<file path="config.mk">
export PLATFORM = sky130hd
export DESIGN_NAME = evt_timer_regs
export DESIGN_NICKNAME = d
export VERILOG_FILES = /design/src/rtl/evt_timer_regs.sv
export SDC_FILE = /design/constraint.sdc
export NUM_CORES = 1
export LEC_CHECK = 0
export BUFFER_PORTS_ARGS = -buffer_cell sky130_fd_sc_hd__buf_2
export CORE_MARGIN = 4
export CORE_UTILIZATION = 50
export DETAILED_ROUTE_END_ITERATION = 10
export PLACE_DENSITY = 0.85
export SKIP_CTS_REPAIR_TIMING = 1
export SLEW_MARGIN = 40
export SYNTH_ARGS = -nofsm -noshare
export SYNTH_HDL_FRONTEND = slang
export SYNTH_SLANG_ARGS = --single-unit
</file>
<file path="constraint.sdc">
create_clock -name clk -period 2.4 [get_ports clk]
set_input_delay 0.48 -clock clk [delete_from_list [all_inputs] [get_ports clk]]
set_output_delay 0.48 -clock clk [all_outputs]
set_load 0.02 [all_outputs]
</file>
<file path="src/rtl/evt_timer_regs.sv">
module evt_timer_regs #(
  parameter int NUM_CH = 3,
  parameter int NUM_LINES = 32,
  parameter int ROUTE_W = 5,
  parameter logic [31:0] TICK_FS = 32'd10_000_000
) (
  input  logic                        clk,
  input  logic                        por_n,
  input  logic                        rst_n,
  input  logic                        tick_en,
  input  logic                        req_valid,
  input  logic                        req_write,
  input  logic [1:0]                  req_size,
  input  logic [9:0]                  req_addr,
  input  logic [31:0]                 req_wdata,
  output logic                        rsp_valid,
  output logic [31:0]                 rsp_data,
  output logic [63:0]                 main_count,
  output logic                        glb_en,
  output logic                        legacy_mode,
  output logic                        pit_inhibit,
  output logic [NUM_CH-1:0]           ch_wr,
  output logic [4:0]                  ch_addr,
  output logic [31:0]                 ch_wdata,
  input  logic [NUM_CH*32-1:0]        ch_rdata,
  input  logic [NUM_CH-1:0]           ch_cmp_max,
  output logic [NUM_CH-1:0]           ch_arm,
  output logic [NUM_CH-1:0]           ch_disarm,
  input  logic [NUM_CH*ROUTE_W-1:0]   ch_route,
  input  logic [NUM_CH-1:0]           ch_fire,
  output logic [NUM_LINES-1:0]        irq_out
);

  localparam logic [4:0]  NCH5   = 5'(NUM_CH);
  localparam logic [31:0] CAP_LO = {16'h8086, 1'b1, 1'b0, 1'b1, 5'(NUM_CH - 1), 8'h01};
  localparam int LEG_LINE0 = 0;
  localparam int LEG_LINE1 = 8;
  localparam logic [1:0] SZ_WORD = 2'b10;

  logic        word_ok, acc_wr, acc_rd;
  logic [7:0]  word;
  logic        in_ch, slot_ok;
  logic [4:0]  slot;
  logic        cfg_wr, cnt_lo_wr, cnt_hi_wr;
  logic        en_q, leg_q;
  logic [63:0] cnt_q;
  logic [31:0] rd_next;

  assign word_ok = req_valid && (req_size == SZ_WORD);
  assign acc_wr  = word_ok && req_write;
  assign acc_rd  = word_ok && !req_write;
  assign word    = req_addr[9:2];
  assign in_ch   = req_addr[9:8] != 2'b00;
  assign slot    = req_addr[9:5] - 5'd8;
  assign slot_ok = in_ch && (slot < NCH5);

  assign cfg_wr    = acc_wr && !in_ch && (word == 8'h04);
  assign cnt_lo_wr = acc_wr && !in_ch && (word == 8'h3C);
  assign cnt_hi_wr = acc_wr && !in_ch && (word == 8'h3D);

  assign ch_addr  = req_addr[4:0];
  assign ch_wdata = req_wdata;

  for (genvar i = 0; i < NUM_CH; i++) begin : g_wr
    assign ch_wr[i] = acc_wr && slot_ok && (slot == 5'(i));
  end

  always_ff @(posedge clk or negedge rst_n) begin
    if (!rst_n)
      cnt_q <= '0;
    else if (cnt_lo_wr)
      cnt_q[31:0] <= req_wdata;
    else if (cnt_hi_wr)
      cnt_q[63:32] <= req_wdata;
    else if (en_q && tick_en)
      cnt_q <= cnt_q + 64'd1;
  end

  always_ff @(posedge clk or negedge rst_n) begin
    if (!rst_n) begin
      en_q      <= 1'b0;
      leg_q     <= 1'b0;
      ch_arm    <= '0;
      ch_disarm <= '0;
    end else begin
      ch_arm    <= '0;
      ch_disarm <= '0;
      if (cfg_wr) begin
        en_q  <= req_wdata[0];
        leg_q <= req_wdata[1];
        if (!en_q && req_wdata[0])
          ch_arm <= ~ch_cmp_max;
        else if (en_q && !req_wdata[0])
          ch_disarm <= '1;
      end
    end
  end

  always_ff @(posedge clk or negedge por_n) begin
    if (!por_n)
      pit_inhibit <= 1'b1;
    else if (!rst_n)
      pit_inhibit <= 1'b0;
    else if (cfg_wr && !leg_q && req_wdata[1])
      pit_inhibit <= 1'b1;
    else if (cfg_wr && leg_q && !req_wdata[1])
      pit_inhibit <= 1'b0;
  end

  always_comb begin
    rd_next = '0;
    if (in_ch) begin
      for (int i = 0; i < NUM_CH; i++)
        if (slot_ok && slot == 5'(i)) rd_next = ch_rdata[i*32 +: 32];
    end else begin
      case (word)
        8'h00: rd_next = CAP_LO;
        8'h01: rd_next = TICK_FS;
        8'h04: rd_next = {30'd0, leg_q, en_q};
        8'h3C: rd_next = cnt_q[31:0];
        8'h3D: rd_next = cnt_q[63:32];
        default: rd_next = '0;
      endcase
    end
  end

  always_ff @(posedge clk or negedge rst_n) begin
    if (!rst_n) begin
      rsp_valid <= 1'b0;
      rsp_data  <= '0;
    end else begin
      rsp_valid <= req_valid && !req_write;
      if (req_valid && !req_write)
        rsp_data <= acc_rd ? rd_next : 32'd0;
    end
  end

  logic [ROUTE_W-1:0]   eff [NUM_CH];
  logic [NUM_LINES-1:0] hit;

  for (genvar i = 0; i < NUM_CH; i++) begin : g_route
    logic [ROUTE_W-1:0] own;
    assign own = ch_route[i*ROUTE_W +: ROUTE_W];
    if (i == 0) begin : g_l0
      assign eff[i] = leg_q ? ROUTE_W'(LEG_LINE0) : own;
    end else if (i == 1) begin : g_l1
      assign eff[i] = leg_q ? ROUTE_W'(LEG_LINE1) : own;
    end else begin : g_own
      assign eff[i] = own;
    end
  end

  always_comb begin
    hit = '0;
    for (int l = 0; l < NUM_LINES; l++)
      for (int i = 0; i < NUM_CH; i++)
        if (ch_fire[i] && eff[i] == ROUTE_W'(l)) hit[l] = 1'b1;
  end

  always_ff @(posedge clk or negedge rst_n) begin
    if (!rst_n) irq_out <= '0;
    else        irq_out <= en_q ? hit : '0;
  end

  assign main_count  = cnt_q;
  assign glb_en      = en_q;
  assign legacy_mode = leg_q;

endmodule

</file>
== Word level (Yosys, flattened, before mapping) ==
Cells that the tools add are included.
Operators by class
  add/subtract/negate cells: 2
  eq/ne operators: 102
  bitwise operators: 2
  reductions and logical operators: 135
  order comparisons: 1
  mux-type cells: 117
Operators with widths (number)
  $mux 32: 9
  $eq 5x5->1 const B: 48
  $pmux 32 s5: 1
  $eq 5x4->1 const B: 24
  $logic_and 1x1->1: 119
  $mux 1: 99
  $add 64x1->64 const B: 1
  $mux 64: 1
  $eq 5x3->1 const B: 12
  $eq 5x2->1 const B: 7
  $eq 5x1->1 const B: 4
  $logic_not 5->1: 4
  $eq 8x6->1 const B: 2
  $mux 3: 5
  $mux 5: 2
  $eq 8x1->1 const B: 1
  $eq 8x3->1 const B: 1
  $logic_not 8->1: 1
  $logic_not 1->1: 6
  $reduce_bool 2->1: 3
  $lt 5x2->1 const B: 1
  $sub 5x4->5 const B: 1
  $reduce_and 2->1: 2
  $ne 3x1->1 const B: 1
  other kinds (4): 4
Storage, ports and cells
  input bits: 167
  register bits after elaboration: 138
  output and inout bits: 178
  word-level logic and storage cells: 369

== Logic depth before layout (Yosys ltp) ==
  word-level depth: 10
  depth in mapped cells: 10

== Worst setup path after synthesis ==
OpenSTA, ideal clock, no wires.
  path type: input to output
  start: input req_addr[8]
  end: output ch_wr[0]
  slack: -1 ps
  arrival time: 1921 ps
  stages: 6
  buffers on the path: 1
  path through: inv_1 ha_1 and4b_1 nand2_1 clkbuf_1 nor4_1
Between the ends
  longest elaborated chain between the ends: 5
RTL lines
  from (decl): line 14  | input logic [9:0] req_addr,
  $sub 5x4->5: line 54  | assign slot = req_addr[9:5] - 5'd8;
  $lt 5x2->1: line 55  | assign slot_ok = in_ch && (slot < NCH5);
  $logic_and 1x1->1: line 55
  $logic_and 1x1->1: line 65  | assign ch_wr[i] = acc_wr && slot_ok && (slot == 5'(i));
  $logic_and 1x1->1 *: line 65
  to (decl): line 22  | output logic [NUM_CH-1:0] ch_wr,
Every way passes the cells marked *; elsewhere a longest branch is shown, timed or not.

== Worst setup path in the final report ==
  start: input req_addr[8]
  end: output ch_wr[2]
The elaborated chain is that of the path after synthesis.

==> metrics.yaml <==
die:
  start_util_pct: 51.0
  rows: 48
  io_pins: 345
  dieWidth_um: 141
  die_y_um: 141
  core-area_um2: 17200
  dieArea_um2: 19800
yosys:
  synth_area_leaders: "dfrtp_1 (38%), nand2_1 (7.1%), nor2_1 (3.5%)"
  synth_top_cell_by_area: "dfrtp_1"
  synthArstFlopShare_pct: 100
  ys_seq_area_share_pct: 38.7
  yosys.area.top_type_share_pct: 38.4
  ys_warn_count: 0
  syn_avg_cell_area_um2: 8.35
  synth_cell_type_count: 67
  synth_edf_count: 0
  ys.flop_type: "dfrtp_1"
  synth_seq_cells: 136
  netlist_instances: 1053
  synthesis.area_um2: 8790
  synthesis.nets: 1223
hold_path:
  hold_depth: 2
  hp-start: "ch_cmp_max[1]"
  worstHoldPathType: "in2reg"
  hold_end: "ch_arm[1]"
timing:
  worstMarginPinSlew_ns: 0.832
  hold_slack_ns: 0.192
  fin_setup_tns_ns: 0
  slew_violations: 0
  min_period_over_period_pct: 96.4
  max_freq_mhz: 432
  hold_violations: 0
  setup_slack_ns: 0.0857
  setup_viol: 0
  relSlewSlack_pct: 44.4
  clock_skew_ns: 0.00596
  min_period_ns: 2.31
placement:
  hpwl_um: 30100
  gp_congestion: 0.985
  port_buffers: 340
  dpl-instance-area_um2: 11300
  place_ws_ns: -0.0274
routing:
  drt_first_pass_iters: 6
  drt_iter0_markers: 1311
  wl_per_cell_um: 22.8
  vias_per_cell: 6.24
  wl_um: 38300
  vias: 10460
  ant_nets: 0
  route.detailed.drc: 0
global_route:
  grt_max_degree: 66
  overflow: 0
  grt_pass1_wl_um: 57000
  antenna_found_initial: 0
  grt_pass1_vias: 9795
  grt_util_all_layers_pct: 37.2
clock_tree:
  cts_root_buf: "clkbuf_16"
  cts_tree: "done"
  numCtsBuffers: 17
  clockBufferDepth: 2
  clock_latency_ns: 0.43
  cts_sinks: 136
  clkTransAtPathRegs_ns: 0.06
  cts_max_level: 4
layout:
  num_antenna_cells: 0
  multi_input_area_um2: 4860
  seqCellArea_um2: 3410
  drive_gt1_share_pct: 35.7
  fin_area_um2: 11900
  fillCellCount: 1431
  syn2layout_area_growth_pct: 35.5
  final_nets: 1609
outcome:
  status: "finished, final reports clean"
pwr:
  peakVddDrop_uv: 488
  internal_power_mw: 4.35
  p_sw_mw: 1.51
  power_frac_seq_pct: 40.1
  clkPwrFrac_pct: 47.7
  power_density_nw_per_um2: 492
  p_leak_nw: 5.66
  power_frac_comb_pct: 12.2
  sw_frac_of_total_pct: 25.7
setup_path:
  ff2ff_setup_slack_ns: 0.10
  critPathMaxFanout: 29
  worstPathRequired_ns: 1.92
  worstPathArrival_ns: 1.83
  end_kind: "output pin"
  reg2regPathDepth: 6
  reg2reg_to: "main_count[41]"
  critPathLaunchType: "input pin"
  rr_startpoint: "main_count[15]"
  path_class: "in2out"
run:
  cap_violations: 0
per-layer routing:
layer,track usage (%),share of wire (%),vias up,wire [um]
li1,-,-,4610,-
met1,49.1,38,4950,14500
met2,58.2,46,768,17500
met3,8.55,12,132,4410
met4,17.7,4.8,0,1840
met5,0,0,-,0
flip-flops by register name, summed over array words and instances (netlist names):
name         count
ch_arm           3
ch_disarm        1
glb_en           1
irq_out         32
legacy_mode      1
main_count      64
pit_inhibit      1
rsp_data        32
rsp_valid        1
logic make-up (layout without fill, tap and decap cells):
kind of cell             Yosys count  count (layout)  synth area share, %
AND/OR/NAND/NOR                  469             469                 26.4
adder cells (fa/ha/maj)            3               3                0.427
flip-flops                       136             136                 38.7
multiplexers                      26              26                 3.00
XOR/XNOR                          37              37                 3.69
AO/OA/AOI/OAI                    269             269                 21.3
buffers and inverters            113             512                 6.50
cell usage in the layout (no fill, tap or decap), types with 15 or more instances in the layout:
| cell | Yosys | final |
|---|---|---|
| nand4_1 | 35 | 35 |
| o21ai_0 | 37 | 37 |
| buf_2 | 1 | 339 |
| nand2_1 | 166 | 166 |
| o22ai_1 | 19 | 19 |
| xor2_1 | 18 | 18 |
| xnor2_1 | 19 | 19 |
| nor3_1 | 39 | 37 |
| o21a_1 | 17 | 17 |
| a22oi_1 | 20 | 20 |
| nor2_1 | 82 | 82 |
| a21oi_1 | 34 | 34 |
| nand3_1 | 43 | 42 |
| buf_4 | 39 | 120 |
| o21ai_1 | 28 | 28 |
| mux2i_1 | 23 | 23 |
| clkbuf_16 | 0 | 17 |
| a221oi_1 | 29 | 29 |
| dfrtp_1 | 135 | 134 |
| inv_1 | 15 | 15 |
synthesized netlist by cell type, types with 10 or more instances:
cell,count
o21ai_0,37
xor2_1,18
nand4_1,35
and2_1,12
a22oi_1,20
a221oi_1,29
mux2i_1,23
a32o_1,13
nand2_1,166
a21oi_1,34
inv_1,15
clkbuf_1,53
or3_1,10
xnor2_1,19
nand3_1,43
o211ai_1,13
dfrtp_1,135
nor3_1,39
o21ai_1,28
o22ai_1,19
nor4_1,11
nor2b_1,10
buf_4,39
o21a_1,17
nor2_1,82
a21boi_0,12
layout make-up:
cell class,count,area share (%)
Multi-Input combinational cell,804,40.8
Sequential cell,136,28.6
Clock buffer,20,3.75
Clock inverter,12,1.47
Inverter,15,0.473
Tap cell,225,2.36
Timing Repair Buffer,465,22.6
power groups by stage:
stage	clock network, mW	registers (mW)	logic [mW]
final	2.79	2.35	0.714
after global routing	2.91	2.35	0.762
after CTS	2.80	2.35	0.701
after detailed placement	0	2.39	0.698
after global placement	0	2.39	0.688
after floorplan	0	2.43	0.297
worst max path at each step:
stage,slack [ns],startpoint,cells after the start,end
floorplan,0.06,req_addr[8],9,rsp_data[2]
global placement,0.02,req_addr[8],10,main_count[26]
detailed placement,-0.03,req_addr[9],9,rsp_data[22]
CTS,0.07,main_count[15],6,main_count[41]
global route,-0.003,main_count[8],6,main_count[41]
finish,0.09,req_addr[8],8,ch_wr[2]
critical path: stages:
cell and delay, ns:
buf_2 0.10, inv_1 0.04, ha_2 0.22, and4b_1 0.28
and3_1 0.23, buf_12 0.19, and2_1 0.13, buf_2 0.16
metrics by stage:
stage	utilization, %	instances	power, mW
after floorplan	-	1053	2.73
after global placement	65.3	1643	3.08
after CTS	68.9	1675	5.85
after detailed placement	65.3	1643	3.09
final	69.1	1677	5.86
after global routing	69.1	1677	6.02
(Power assumes the default switching activity.)
